==> config.mk <==
export PLATFORM = sky130hd
export DESIGN_NAME = bus_disc_ctrl
export DESIGN_NICKNAME = d
export VERILOG_FILES = /design/src/rtl/bdc_pkg.sv /design/src/rtl/bdc_gap_cnt.sv /design/src/rtl/bdc_fwd.sv /design/src/rtl/bus_disc_ctrl.sv
export SDC_FILE = /design/constraint.sdc
export NUM_CORES = 1
export LEC_CHECK = 0
export BUFFER_PORTS_ARGS = -buffer_cell sky130_fd_sc_hd__buf_4
export CORE_UTILIZATION = 36
export DETAILED_ROUTE_END_ITERATION = 7
export PLACE_DENSITY = 0.61
export SYNTH_ARGS = -nofsm -noshare
export SYNTH_HDL_FRONTEND = slang
export SYNTH_SLANG_ARGS = --single-unit
==> constraint.sdc <==
create_clock -name clk_i -period 1.8 [get_ports clk_i]
set_input_delay 0.18 -clock clk_i [delete_from_list [all_inputs] [get_ports clk_i]]
set_output_delay 0.18 -clock clk_i [all_outputs]
set_load 0.1 [all_outputs]
==> src/rtl/bdc_pkg.sv <==
package bdc_pkg;
  typedef enum logic [2:0] {
    ST_CONN,
    ST_WAIT,
    ST_DROP,
    ST_OFF,
    ST_RECON
  } link_st_e;
endpackage

==> src/rtl/bdc_gap_cnt.sv <==
module bdc_gap_cnt #(
  parameter int GAP_CYC = 8,
  localparam int CW = $clog2(GAP_CYC + 2)
) (
  input  logic clk_i,
  input  logic rst_ni,
  input  logic cmd_i,
  output logic gap_met_o
);
  localparam logic [CW-1:0] SAT = CW'(GAP_CYC);
  logic [CW-1:0] cnt_q;

  always_ff @(posedge clk_i or negedge rst_ni) begin
    if (!rst_ni)           cnt_q <= SAT;
    else if (cmd_i)        cnt_q <= '0;
    else if (cnt_q != SAT) cnt_q <= cnt_q + 1'b1;
  end

  // a command in this cycle blocks the drop as well
  assign gap_met_o = (cnt_q == SAT) && !cmd_i;
endmodule

==> src/rtl/bdc_fwd.sv <==
module bdc_fwd (
  input  logic clk_i,
  input  logic rst_ni,
  input  logic halt_i,
  input  logic sg_i,
  input  logic ack_i,
  output logic halt_fwd_o,
  output logic sg_fwd_o,
  output logic ack_o
);
  always_ff @(posedge clk_i or negedge rst_ni) begin
    if (!rst_ni) begin
      halt_fwd_o <= 1'b0;
      sg_fwd_o   <= 1'b0;
      ack_o      <= 1'b0;
    end else begin
      halt_fwd_o <= halt_i;
      sg_fwd_o   <= sg_i;
      ack_o      <= ack_i;
    end
  end
endmodule

==> src/rtl/bus_disc_ctrl.sv <==
module bus_disc_ctrl
  import bdc_pkg::*;
#(
  parameter int GAP_CYC = 8
) (
  input  logic clk_i,
  input  logic rst_ni,
  input  logic halt_cyc_i,
  input  logic stpgnt_cyc_i,
  input  logic conn_cyc_i,
  input  logic halt_dis_en_i,
  input  logic stpgnt_dis_en_i,
  input  logic probe_pend_i,
  input  logic data_pend_i,
  input  logic cmd_issue_i,
  input  logic wake_req_i,
  input  logic proc_rdy_i,
  output logic connect_o,
  output logic clkfwd_rst_o,
  output logic halt_fwd_o,
  output logic stpgnt_fwd_o,
  output logic cbit_ack_o,
  output logic link_up_o
);
  link_st_e st_q, st_d;
  logic sg_why_q, sg_why_d;
  logic ack_pend_q, ack_pend_d;
  logic gap_met, sg_fire, ack_fire, back_req, idle_bus;

  bdc_gap_cnt #(.GAP_CYC(GAP_CYC)) u_gap (
    .clk_i    (clk_i),
    .rst_ni   (rst_ni),
    .cmd_i    (cmd_issue_i),
    .gap_met_o(gap_met)
  );

  assign back_req = conn_cyc_i || wake_req_i;
  assign idle_bus = gap_met && !probe_pend_i && !data_pend_i;

  always_comb begin
    st_d       = st_q;
    sg_why_d   = sg_why_q;
    ack_pend_d = ack_pend_q;
    sg_fire    = 1'b0;
    ack_fire   = 1'b0;
    unique case (st_q)
      ST_CONN: begin
        ack_fire = conn_cyc_i;
        if ((halt_cyc_i && halt_dis_en_i) || (stpgnt_cyc_i && stpgnt_dis_en_i)) begin
          st_d     = ST_WAIT;
          sg_why_d = stpgnt_cyc_i && stpgnt_dis_en_i;
        end
        sg_fire = stpgnt_cyc_i && !stpgnt_dis_en_i;
      end
      ST_WAIT: begin
        sg_fire  = stpgnt_cyc_i;
        ack_fire = conn_cyc_i;
        if (back_req) begin
          st_d     = ST_CONN;
          sg_why_d = 1'b0;
        end else if (idle_bus) begin
          st_d = ST_DROP;
        end
      end
      ST_DROP: begin
        sg_fire = stpgnt_cyc_i;
        if (back_req) begin
          st_d       = ST_RECON;
          sg_why_d   = 1'b0;
          ack_pend_d = conn_cyc_i;
        end else if (!proc_rdy_i) begin
          st_d     = ST_OFF;
          sg_fire  = sg_why_q || stpgnt_cyc_i;
          sg_why_d = 1'b0;
        end
      end
      ST_OFF: begin
        sg_fire = stpgnt_cyc_i;
        if (back_req) begin
          st_d       = ST_RECON;
          ack_pend_d = conn_cyc_i;
        end
      end
      ST_RECON: begin
        sg_fire = stpgnt_cyc_i;
        if (conn_cyc_i) ack_pend_d = 1'b1;
        if (proc_rdy_i) begin
          st_d       = ST_CONN;
          ack_fire   = ack_pend_q || conn_cyc_i;
          ack_pend_d = 1'b0;
        end
      end
      default: st_d = ST_CONN;
    endcase
  end

  always_ff @(posedge clk_i or negedge rst_ni) begin
    if (!rst_ni) begin
      st_q       <= ST_CONN;
      sg_why_q   <= 1'b0;
      ack_pend_q <= 1'b0;
    end else begin
      st_q       <= st_d;
      sg_why_q   <= sg_why_d;
      ack_pend_q <= ack_pend_d;
    end
  end

  bdc_fwd u_fwd (
    .clk_i     (clk_i),
    .rst_ni    (rst_ni),
    .halt_i    (halt_cyc_i),
    .sg_i      (sg_fire),
    .ack_i     (ack_fire),
    .halt_fwd_o(halt_fwd_o),
    .sg_fwd_o  (stpgnt_fwd_o),
    .ack_o     (cbit_ack_o)
  );

  assign connect_o    = (st_q == ST_CONN) || (st_q == ST_WAIT) || (st_q == ST_RECON);
  assign clkfwd_rst_o = (st_q == ST_OFF);
  assign link_up_o    = (st_q == ST_CONN);
endmodule

After elaboration in Yosys (flattened, before gate mapping)
Cells that the tools add are included.

word-level totals
  bits in registers = 12
  latch bits = 0
  bits in writable memories = 0
  ROM bits = 0
  input bits = 12
  output and inout port bits = 6
  logic and storage cells = 72
  memories kept = 0

cells by class
  $add $sub $neg = 1
  multiply operators = 0
  divide/modulo/power cells = 0
  order comparisons = 0
  equality and inequality tests = 14
  shift-type cells = 0
  mux-type cells = 24
  bitwise logic cells = 0
  reduce and logical (&&, ||, !) cells = 26

operators by type and width
  cell                                                                    number
  3-bit two-way mux                                                       7
  3-bit case mux with 5 select lines                                      1
  1-bit two-way mux                                                       10
  3-bit != test (second input constant)                                   3
  4-bit two-way mux                                                       2
  3-bit by 2-bit equality test with 1-bit output (second input constant)  2
  1-bit logical AND                                                       6
  1-bit logical OR                                                        6
  2-bit by 1-bit != test with 1-bit output (second input constant)        3
  1-bit case mux with 3 select lines                                      2
  5-bit AND reduction                                                     1
  4-bit by 1-bit adder with 4-bit output (second input constant)          1
  4-bit equality test (second input constant)                             1
  1-bit logical NOT                                                       4
  2-bit != test (second input constant)                                   2
  4-bit != test (second input constant)                                   1
  1-bit case mux with 2 select lines                                      2
  4-bit AND reduction                                                     1
  2-bit nonzero test                                                      2
  2-bit OR reduction                                                      2
  3-bit by 1-bit equality test with 1-bit output (second input constant)  1
  3-bit equality test (second input constant)                             1
  3-bit logical NOT                                                       1
  3-bit AND reduction                                                     1
  other kinds (2)                                                         2

Logic depth before layout (Yosys ltp)
Gate-level depths: netlist (run 1).

  depth after elaboration = 7
  gate-level depth with buffers = 6
  gate-level depth less buffers = 6

Modules after synthesis
From an unflattened synthesis (run 1), not the netlist that was laid out.

second synthesis, totals
  cell total of the unflattened synthesis = 67
  area, all modules = 699.4 um^2

by module, submodules not included
  module         instances  cells an instance  area an instance (um^2)
  bus_disc_ctrl  1          44                 404.1
  bdc_gap_cnt    1          20                 220.2
  bdc_fwd        1          3                  75.1

Worst setup path before layout (run 1)
Ideal clock, no wire load.

  path kind = reg-to-reg
  start point = register st_q[1]
  end point = register st_q[0]
  setup time = 77 ps
  arrival = 3119 ps
  setup slack = -1397 ps
  cell stages (with the launch flop) = 4
  path buffers = 1
  period minus slack after synthesis = 3197 ps
  cells stage by stage = dfrtp_1 clkbuf_1 nor3_1 a22o_1

between the ends
  word-level cells in the longest chain between the ends = 3
  elaborated cells on any way between the ends = 12
  classes of those cells = 9 x eq/ne; 1 x mux; 2 x reduce/logical

RTL lines
  what                                                line                  RTL
  start, declared                                     bus_disc_ctrl.sv:25   link_st_e st_q, st_d;
  start signal, assigned                              bus_disc_ctrl.sv:103  st_q <= st_d;
  3-bit logical NOT *                                 -
  named net link_up_o                                 bus_disc_ctrl.sv:23   output logic link_up_o
  2-bit by 1-bit != test with 1-bit output (no line)  -
  5-bit AND reduction (no line)                       -

The timed path passes the listed nets; every way through them passes the cells marked *.
A chain may end at the register's enable or synchronous reset.

Final worst setup path (run 1)
  start point = register u_gap.cnt_q[1]
  end point = register st_q[0]

between the ends
  word-level cells in the longest chain between the ends = 6

RTL lines
  what                            line                 RTL
  start, declared                 bdc_gap_cnt.sv:11    logic [CW-1:0] cnt_q;
  start signal, assigned          bdc_gap_cnt.sv:16    else if (cnt_q != SAT) cnt_q <= cnt_q + 1'b1;
  4-bit equality test             bdc_gap_cnt.sv:20    assign gap_met_o = (cnt_q == SAT) && !cmd_i;
  1-bit logical AND               bdc_gap_cnt.sv:20
  1-bit logical AND (2 in a row)  bus_disc_ctrl.sv:38  assign idle_bus = gap_met && !probe_pend_i && !data_pend_i;
  3-bit != test (no line)         -
  5-bit AND reduction (no line)   -

No other way between the ends.

==> results, run 1 <==
- The total congestion overflow is 0.
- The critical path is of the register to register type.
- The maximum fanout along the worst path is 4.
- The clock arrives with 2.05 ps of skew.
- The total area inside the core boundary comes to 1730 um2.
- Traced cell by cell, the critical path runs through inv_1 > ha_4 > nand3b_4 > or4b_4 > a31o_1 > a22o_1.
- The met2 layer wire length in the routed design is 673 um.
- The top routing layer in use is met4.
- The kind of start point of the critical path is a register.
- After detailed placement, the design holds a cell count of 110.
- The total routed wirelength is 1.39 mm.
- Leaving out fill and tap cells, the most frequent cell in the layout is buf_4.
- The number of antenna violations at the first check in global routing is 0.
- In the final layout, the share of cells above drive strength 1 is 33.0%.
- For this run, design rule violations remaining after detail routing come to 0.
- At the end of routability-driven placement, the weighted congestion stood at 0.728.
- The cell area power density is 979 nW/um2.
- In this run the count of I/O pins placed on the die edge is 18.
- The global-route wire length before repair is 2.24 mm.
- The clock sink total is 12.
- The count of final hold-check violations is 0.
- The flow ran to the end, and the final reports show no timing, DRC or antenna violations.
- The number of antenna repair diodes is 0.
- In this run, flip-flops and latches consume 37.1% of the power.
- The initial DRC count is 10.
- The total length of routed met3 wires is 46 um.
- The min-delay analysis places its worst path in the category primary input to register.
- For this run, the top clock speed supported by timing is 588 MHz.
- Data arrives at the worst endpoint at 1860 ps.
- The maximum number of pins on one net before global-route repair is 13.
- The number of input and output port buffers inserted is 17.
- The setup slack at placement is 56.3 ps.
- The count of standard-cell rows is 15.
- The number of iterations in the first detailed-routing pass is 2.
- The H-tree level count is 1.
- TritonCTS built the clock tree.
- The detailed router placed 589 vias in this run.
- The setup violation total in the final timing report is 0.
- The average instance in the mapped netlist occupies 9.59 um2.
- For this run, the number of Yosys warnings is 0.
- The synthesized net count is 83.
- The max-slew violation count is 0.
- Of the total power, the share spent switching nets is 40.8%.
- The number of enable-type register cells in the synthesized netlist is 0.
- Relative to the synthesized area, the layout overhead comes to 33.1%.
- The die extent in x is 44.9 um.
- The detailed router put a total of 652 um of wire on met1.
- For this design the static power due to leakage is 0.000391 uW.
- The floorplan step set the die height to 44.9 um.
- Internal power comes to 511 uW.
- The combinational share of power is 42.6%.
- Clock tree synthesis selected as its root buffer the cell clkbuf_4.
- The starting utilization of the core area is 38.3%.
- The net count of the finished layout is 106.
- The clock network latency to the later pin of the worst-skew pair is 270 ps.
- The post-synthesis cell area is 662 um2.
- Using the TritonRoute via totals, the vias-per-cell ratio works out to 5.08.
- The portion of the clock cycle consumed by the worst path in the final layout is 94.4%.
- The number of unique standard cell types used by synthesis is 30.
- The worst supply voltage drop on vdd is 0.504 mV.
- After detailed routing, the average wire length per cell comes to 12.0 um.
- The number of buffers on the longest clock path is 2.
- The dominant synthesized flop cell is dfrtp_1.
- The slowest stage of the critical path is the or4b_4 cell.
- The share of async-settable or async-resettable flops after synthesis is 100%.
- Headroom to the max-slew limit came out at 74.0%.
- The die covers 2010 um2.
- The largest incremental delay on the critical path is 490 ps.
- The total global-route track usage is 15.4%.
- The clock input transition at the sequential cells of the worst setup and hold paths is 80 ps.
- The post-synthesis sequential element count is 12.
- In the synthesized netlist, the number of instances is 69.
- Summed over all nets, the switching power comes to 352 uW.
- Setup repair after global routing left no endpoint under its margin.
- Counting I/O delays and the setup requirement, the final critical path takes 1700 ps.
- The nature of the critical path endpoint is a register.
- The layout filler cell count is 179.
- The completed layout was analyzed and its total power is 863 uW.
- The relative contribution of the clock network to total power is 20.2%.
- The final setup slack of the worst path is 100 ps.
- The family of cells with the greatest summed delay on the critical path is simple AND/OR/NAND/NOR gates.
- The tool flagged a number of max-cap violations equal to 0.
- In the layout the commonest cells are 20 x buf_4, 11 x dfrtp_1, 10 x nor2_1.
- The detail route stage leaves a number of antenna-violating nets equal to 0.
- The final cell count without fillers is 116.
- The number of buffers and inverters on the critical path is 1.
- The required time of the critical path is 1960 ps.
- The detailed-placement wirelength estimate is 1.02 mm.
- For this run, the register share of the synthesized area comes to 45.6%.
- For the pin with the worst max-slew slack, the measured transition is 389 ps.
- The via count of the first global-routing pass came to 521.
- TritonCTS created 3 clock buffers.
routing by layer:
| metal | vias up | track usage (%) |
|---|---|---|
| met4 | 0 | 7.27 |
| met2 | 10 | 24.7 |
| met5 | - | 0 |
| met3 | 4 | 2.40 |
| li1 | 291 | - |
| met1 | 284 | 20.5 |
path summary, 6_finish.rpt:
path | start | to | slack, ps | cells past startpoint
setup / recovery | u_gap.cnt_q[1]$_DFFE_PN0P_ | st_q[0]$_DFFE_PN0P_ | 100 | 6
hold / removal | halt_cyc_i | u_fwd.halt_fwd_o$_DFF_PN0_ | 20 | 1
setup reg to reg | u_gap.cnt_q[1]$_DFFE_PN0P_ | st_q[0]$_DFFE_PN0P_ | 100 | 6
hold reg to reg | sg_why_q$_DFFE_PN0P_ | sg_why_q$_DFFE_PN0P_ | 510 | 1
max in group asynchronous | rst_ni | u_gap.cnt_q[3]$_DFFE_PN1P_ | 1290 | 2
min in group asynchronous | rst_ni | sg_why_q$_DFFE_PN0P_ | 280 | 2
area by class of cell:
| class | instances | area (um2) | area share (%) |
|---|---|---|---|
| clock buffer | 4 | 26.3 | 2.98 |
| inverter | 5 | 18.8 | 2.13 |
| multi-input combinational | 49 | 343 | 38.9 |
| sequential | 12 | 302 | 34.2 |
| tap | 25 | 31.3 | 3.55 |
| timing repair buffer | 21 | 160 | 18.2 |
kinds of logic after synthesis:
kind of cell	count (synthesis)	share of synthesized area [%]
XOR/XNOR	2	2.65
AO/OA/AOI/OAI	19	19.3
buffers and inverters	8	5.67
AND/OR/NAND/NOR	26	23.1
adder cells (fa/ha/maj)	2	3.78
flip-flops	12	45.6
flip-flops by register name, indices dropped and copies added (netlist names):
signal / cells
u_fwd.halt_fwd_o: 1
u_fwd.sg_fwd_o: 1
u_fwd.ack_o: 1
ack_pend_q: 1
sg_why_q: 1
u_gap.cnt_q: 4
st_q: 3
Yosys cell counts, drive strengths merged (2+ instances only):
master / n / area [um2]
a21boi: 2 / 15.0
nor3: 5 / 25.0
nor2: 11 / 41.3
a21oi: 7 / 35.0
nand2b: 2 / 12.5
dfrtp: 11 / 275
o21ai: 2 / 10.0
inv: 5 / 18.8
nor4b: 2 / 17.5
clkbuf: 2 / 7.51
ha: 2 / 25.0
what timing repair did:
item | in CTS | in global routing
buffers inserted | 0 | 1
resized for setup | 0 | 2
endpoints found under the hold margin | 12 | 0
setup endpoints to repair | 0 | 1
hold buffers | 1 | 0
stage by stage:
step,util (%),hold WS [ps],cell area (um2),TNS [ps]
2_1_floorplan,-,-116,669,-1530
3_3_place_gp,47.8,29.5,825,0
3_5_place_dp,47.8,33.4,825,0
4_1_cts,49.9,18.0,861,0
5_1_grt,51.0,14.6,881,0
6_report,51.0,22.2,881,0
power groups by stage:
stage	Combinational, uW	Sequential, uW	Clock [uW]
CTS	357	321	180
floorplan	234	367	0
finish	368	320	175
global placement	353	325	0
global route	389	325	196
detailed placement	354	327	0
Note: power is estimated with default switching activity, not from simulation.
==> inputs of run 2 (changes only) <==
--- a/config.mk
+++ b/config.mk
@@ -6,6 +6,7 @@
 export NUM_CORES = 1
 export LEC_CHECK = 0
 export BUFFER_PORTS_ARGS = -buffer_cell sky130_fd_sc_hd__buf_4
+export CORE_ASPECT_RATIO = 0.8
 export CORE_UTILIZATION = 36
 export DETAILED_ROUTE_END_ITERATION = 7
 export PLACE_DENSITY = 0.61
==> results, run 2 (synthesis results as in run 1) <==
- The count of final hold-check violations is 0 (unchanged).
- The required time of the critical path is 1970 ps (was 1960 ps).
- The top-level port count is 18 (unchanged).
- The full die area is 2020 um2 (was 2010 um2).
- The via count was 587 (was 589).
- The relative contribution of the clock network to total power was 19.6% (was 20.2%).
- The final-stage net count is 106 (unchanged).
- The maximum fanout along the worst path is 4 (unchanged).
- The total routed wirelength is 1.40 mm (was 1.39 mm).
- The final critical path time including I/O delays and setup is 1690 ps (was 1700 ps).
- The average vias per placed instance was 5.19 (was 5.08).
- The endpoint of the worst register-to-register path was st_q[0]$_DFFE_PN0P_ (unchanged).
- The clock input transition at the sequential cells of the worst setup and hold paths is 70 ps (was 80 ps).
- The final weighted congestion of routability-driven global placement is 0.858 (was 0.728).
- The normalized max-slew margin came to 75.4% (was 74.0%).
- The die height was 40.4 um (was 44.9 um).
- The starting utilization of the core area is 39.5% (was 38.3%).
- The final antenna-violating net count is 0 (unchanged).
- The nature of the critical path endpoint is a register (unchanged).
- The transition time at the pin with the least slew margin is 366 ps (was 389 ps).
- The net load switching power was 350 uW (was 352 uW).
- The number of maximum-capacitance constraint violations came to 0 (unchanged).
- The number of input and output port buffers inserted is 17 (unchanged).
- The highest attainable clock frequency was 591 MHz (was 588 MHz).
- The maximum number of pins on one net before global-route repair came to 13 (unchanged).
- The total global-route track usage is 16.5% (was 15.4%).
- The via count of the first global-routing pass is 502 (was 521).
- The register containing the most flip-flops in the final layout is u_gap.cnt_q (unchanged).
- The total congestion overflow is 0 (unchanged).
- The total leakage power is 0.000390 uW (was 0.000391 uW).
- Largest regs: u_gap.cnt_q x4, st_q x3 (unchanged).
- The finished layout cell area is 880 um2 (was 881 um2).
- The number of buffers created by CTS is 3 (unchanged).
- The CTS tree is done (unchanged).
- The capturing element of the worst setup path is st_q[0]$_DFFE_PN0P_ (unchanged).
- The combinational share of power is 42.9% (was 42.6%).
- The setup violation total in the final timing report is 0 (unchanged).
- The number of DRC violations after detailed routing is 0 (unchanged).
- The class of the most critical setup path is register to register (unchanged).
- RSZ-0062 raised after global routing: no (unchanged).
- The cell area power density is 976 nW/um2 (was 979 nW/um2).
- The placed instance area was 821 um2 (was 825 um2).
- The number of cells traversed by the worst register-to-register path is 6 (unchanged).
- The die extent in x is 49.9 um (was 44.9 um).
- The kind of start point of the critical path is a register (unchanged).
- The count of standard-cell rows is 13 (was 15).
- The H-tree level count is 1 (unchanged).
- The area overhead of the layout relative to synthesis is 32.9% (was 33.1%).
- The placeable core region is 1680 um2 (was 1730 um2).
- Outcome: finished, final reports clean (unchanged).
- The arrival time of the worst setup path came to 1860 ps (about the same).
- The cell internal power dissipation came to 509 uW (was 511 uW).
- The sequential cell fraction of total power was 37.4% (was 37.1%).
- The leading cell type in the layout, fill and taps excluded is buf_4 (unchanged).
- The reg-to-reg critical path startpoint is u_gap.cnt_q[1]$_DFFE_PN0P_ (unchanged).
- The largest clock skew in the final design came to 11.8 ps (was 2.05 ps).
- The detailed-placement wirelength estimate is 1.06 mm (was 1.02 mm).
- The number of buffers on the longest clock path is 2 (unchanged).
- The setup slack at placement is 56.1 ps (was 56.3 ps).
- Top library cells by usage in the layout, fill and taps aside: 19 x buf_4, 11 x dfrtp_1, 10 x nor2_1 (was 20 x buf_4, 11 x dfrtp_1, 10 x nor2_1).
- The summed negative setup slack over all endpoints was 0 ps (unchanged).
- The class of the tightest hold or removal check was primary input to register (unchanged).
- The buffer count from post-CTS setup fixing is 0 (unchanged).
- The start point of the worst min-delay path is cmd_issue_i (was halt_cyc_i).
- The clock network latency to the later pin of the worst-skew pair is 270 ps (about the same).
- The fraction of layout instances using a drive strength above 1 is 31.9% (was 33.0%).
- The number of antenna repair diodes is 0 (unchanged).
- The share of total power consumed by net switching is 40.7% (was 40.8%).
- The reg-to-reg setup timing slack is 110 ps (was 100 ps).
- The clock root buffer is clkbuf_4 (unchanged).
- The final setup slack of the worst path is 107 ps (was 100 ps).
- The clock sink total is 12 (unchanged).
- The initial DRC count came to 26 (was 10).
- The portion of the clock cycle consumed by the worst path in the final layout is 94.1% (was 94.4%).
- The number of iterations in the first detailed-routing pass is 4 (was 2).
- The origin of the worst setup path is u_gap.cnt_q[1]$_DFFE_PN0P_ (unchanged).
- The mean routed wirelength per cell is 12.4 um (was 12.0 um).
- The number of antenna violations at the first check in global routing was 0 (unchanged).
- The global-route wire length before repair is 2.26 mm (was 2.24 mm).
- The flip-flop count of the largest register, all copies and words added was 4 (unchanged).
- The worst supply voltage drop on vdd came to 0.586 mV (was 0.504 mV).
- The max-slew violation count was 0 (unchanged).
[run 2: cell count changes in the layout (fill, tap and decap cells not counted), sizes merged]
cell / previous run / this run
buf: 20 / 19
dlygate4sd3: 1 / 2
[run 2: timing repair]
item / 4_1_cts / 5_1_grt
gates resized for setup: 0 / 2
endpoints found under the hold margin: 12 / 1
hold buffers: 1 / 1
endpoints found under the setup margin: 0 / 1
[run 2: cell type report]
cell class | instances | area (um2)
well taps | 22 | 27.5
multi-input cells | 49 | 343
fillers | 169 | 796
inverters | 5 | 18.8
repair buffers | 21 | 163
clock buffers | 4 | 26.3
flip-flops and latches | 12 | 302
[run 2: power by group through the flow]
stage,registers [uW],logic [uW],clock network (uW)
global route,325,395,200
detailed placement,327,359,0
floorplan,367,234,0
global placement,325,353,0
CTS,322,362,178
finish,321,369,168
[run 2: critical path, cell delays in order (launching register included)]
cell and delay [ps]:
dfrtp_1 390, inv_1 110, ha_4 160, nand3b_4 90, or4b_4 490, a31o_1 180
a22o_1 170
[run 2: metal layers]
metal / vias up / share of wire (%) / GRT usage, %
li1: 289 / - / -
met3: 5 / 7.7 / 7.95
met1: 271 / 46 / 19.5
met4: 0 / 1.4 / 6.43
met5: - / 0 / 0
met2: 22 / 45 / 26.4
[run 2: worst min-delay path by stage]
stage	to	depth (start not counted)	slack, ps
6_report	u_gap.cnt_q[3]$_DFFE_PN1P_	2	70
5_1_grt	u_gap.cnt_q[3]$_DFFE_PN1P_	2	50
4_1_cts	u_fwd.halt_fwd_o$_DFF_PN0_	1	20
3_5_place_dp	u_fwd.halt_fwd_o$_DFF_PN0_	1	30
3_3_place_gp	u_fwd.halt_fwd_o$_DFF_PN0_	1	30
2_1_floorplan	ack_pend_q$_DFFE_PN0P_	0	-120
[run 2: metrics by stage]
step / instances / hold WS [ps] / util [%] / total power [uW]
final: 113 / 67.1 / 52.5 / 858
after global routing: 113 / 45.3 / 52.5 / 921
after CTS: 112 / 15.9 / 51.2 / 861
after detailed placement: 107 / 27.5 / 49.0 / 685
after global placement: 107 / 31.3 / 49.0 / 679
after floorplan: 69 / -116 / - / 601
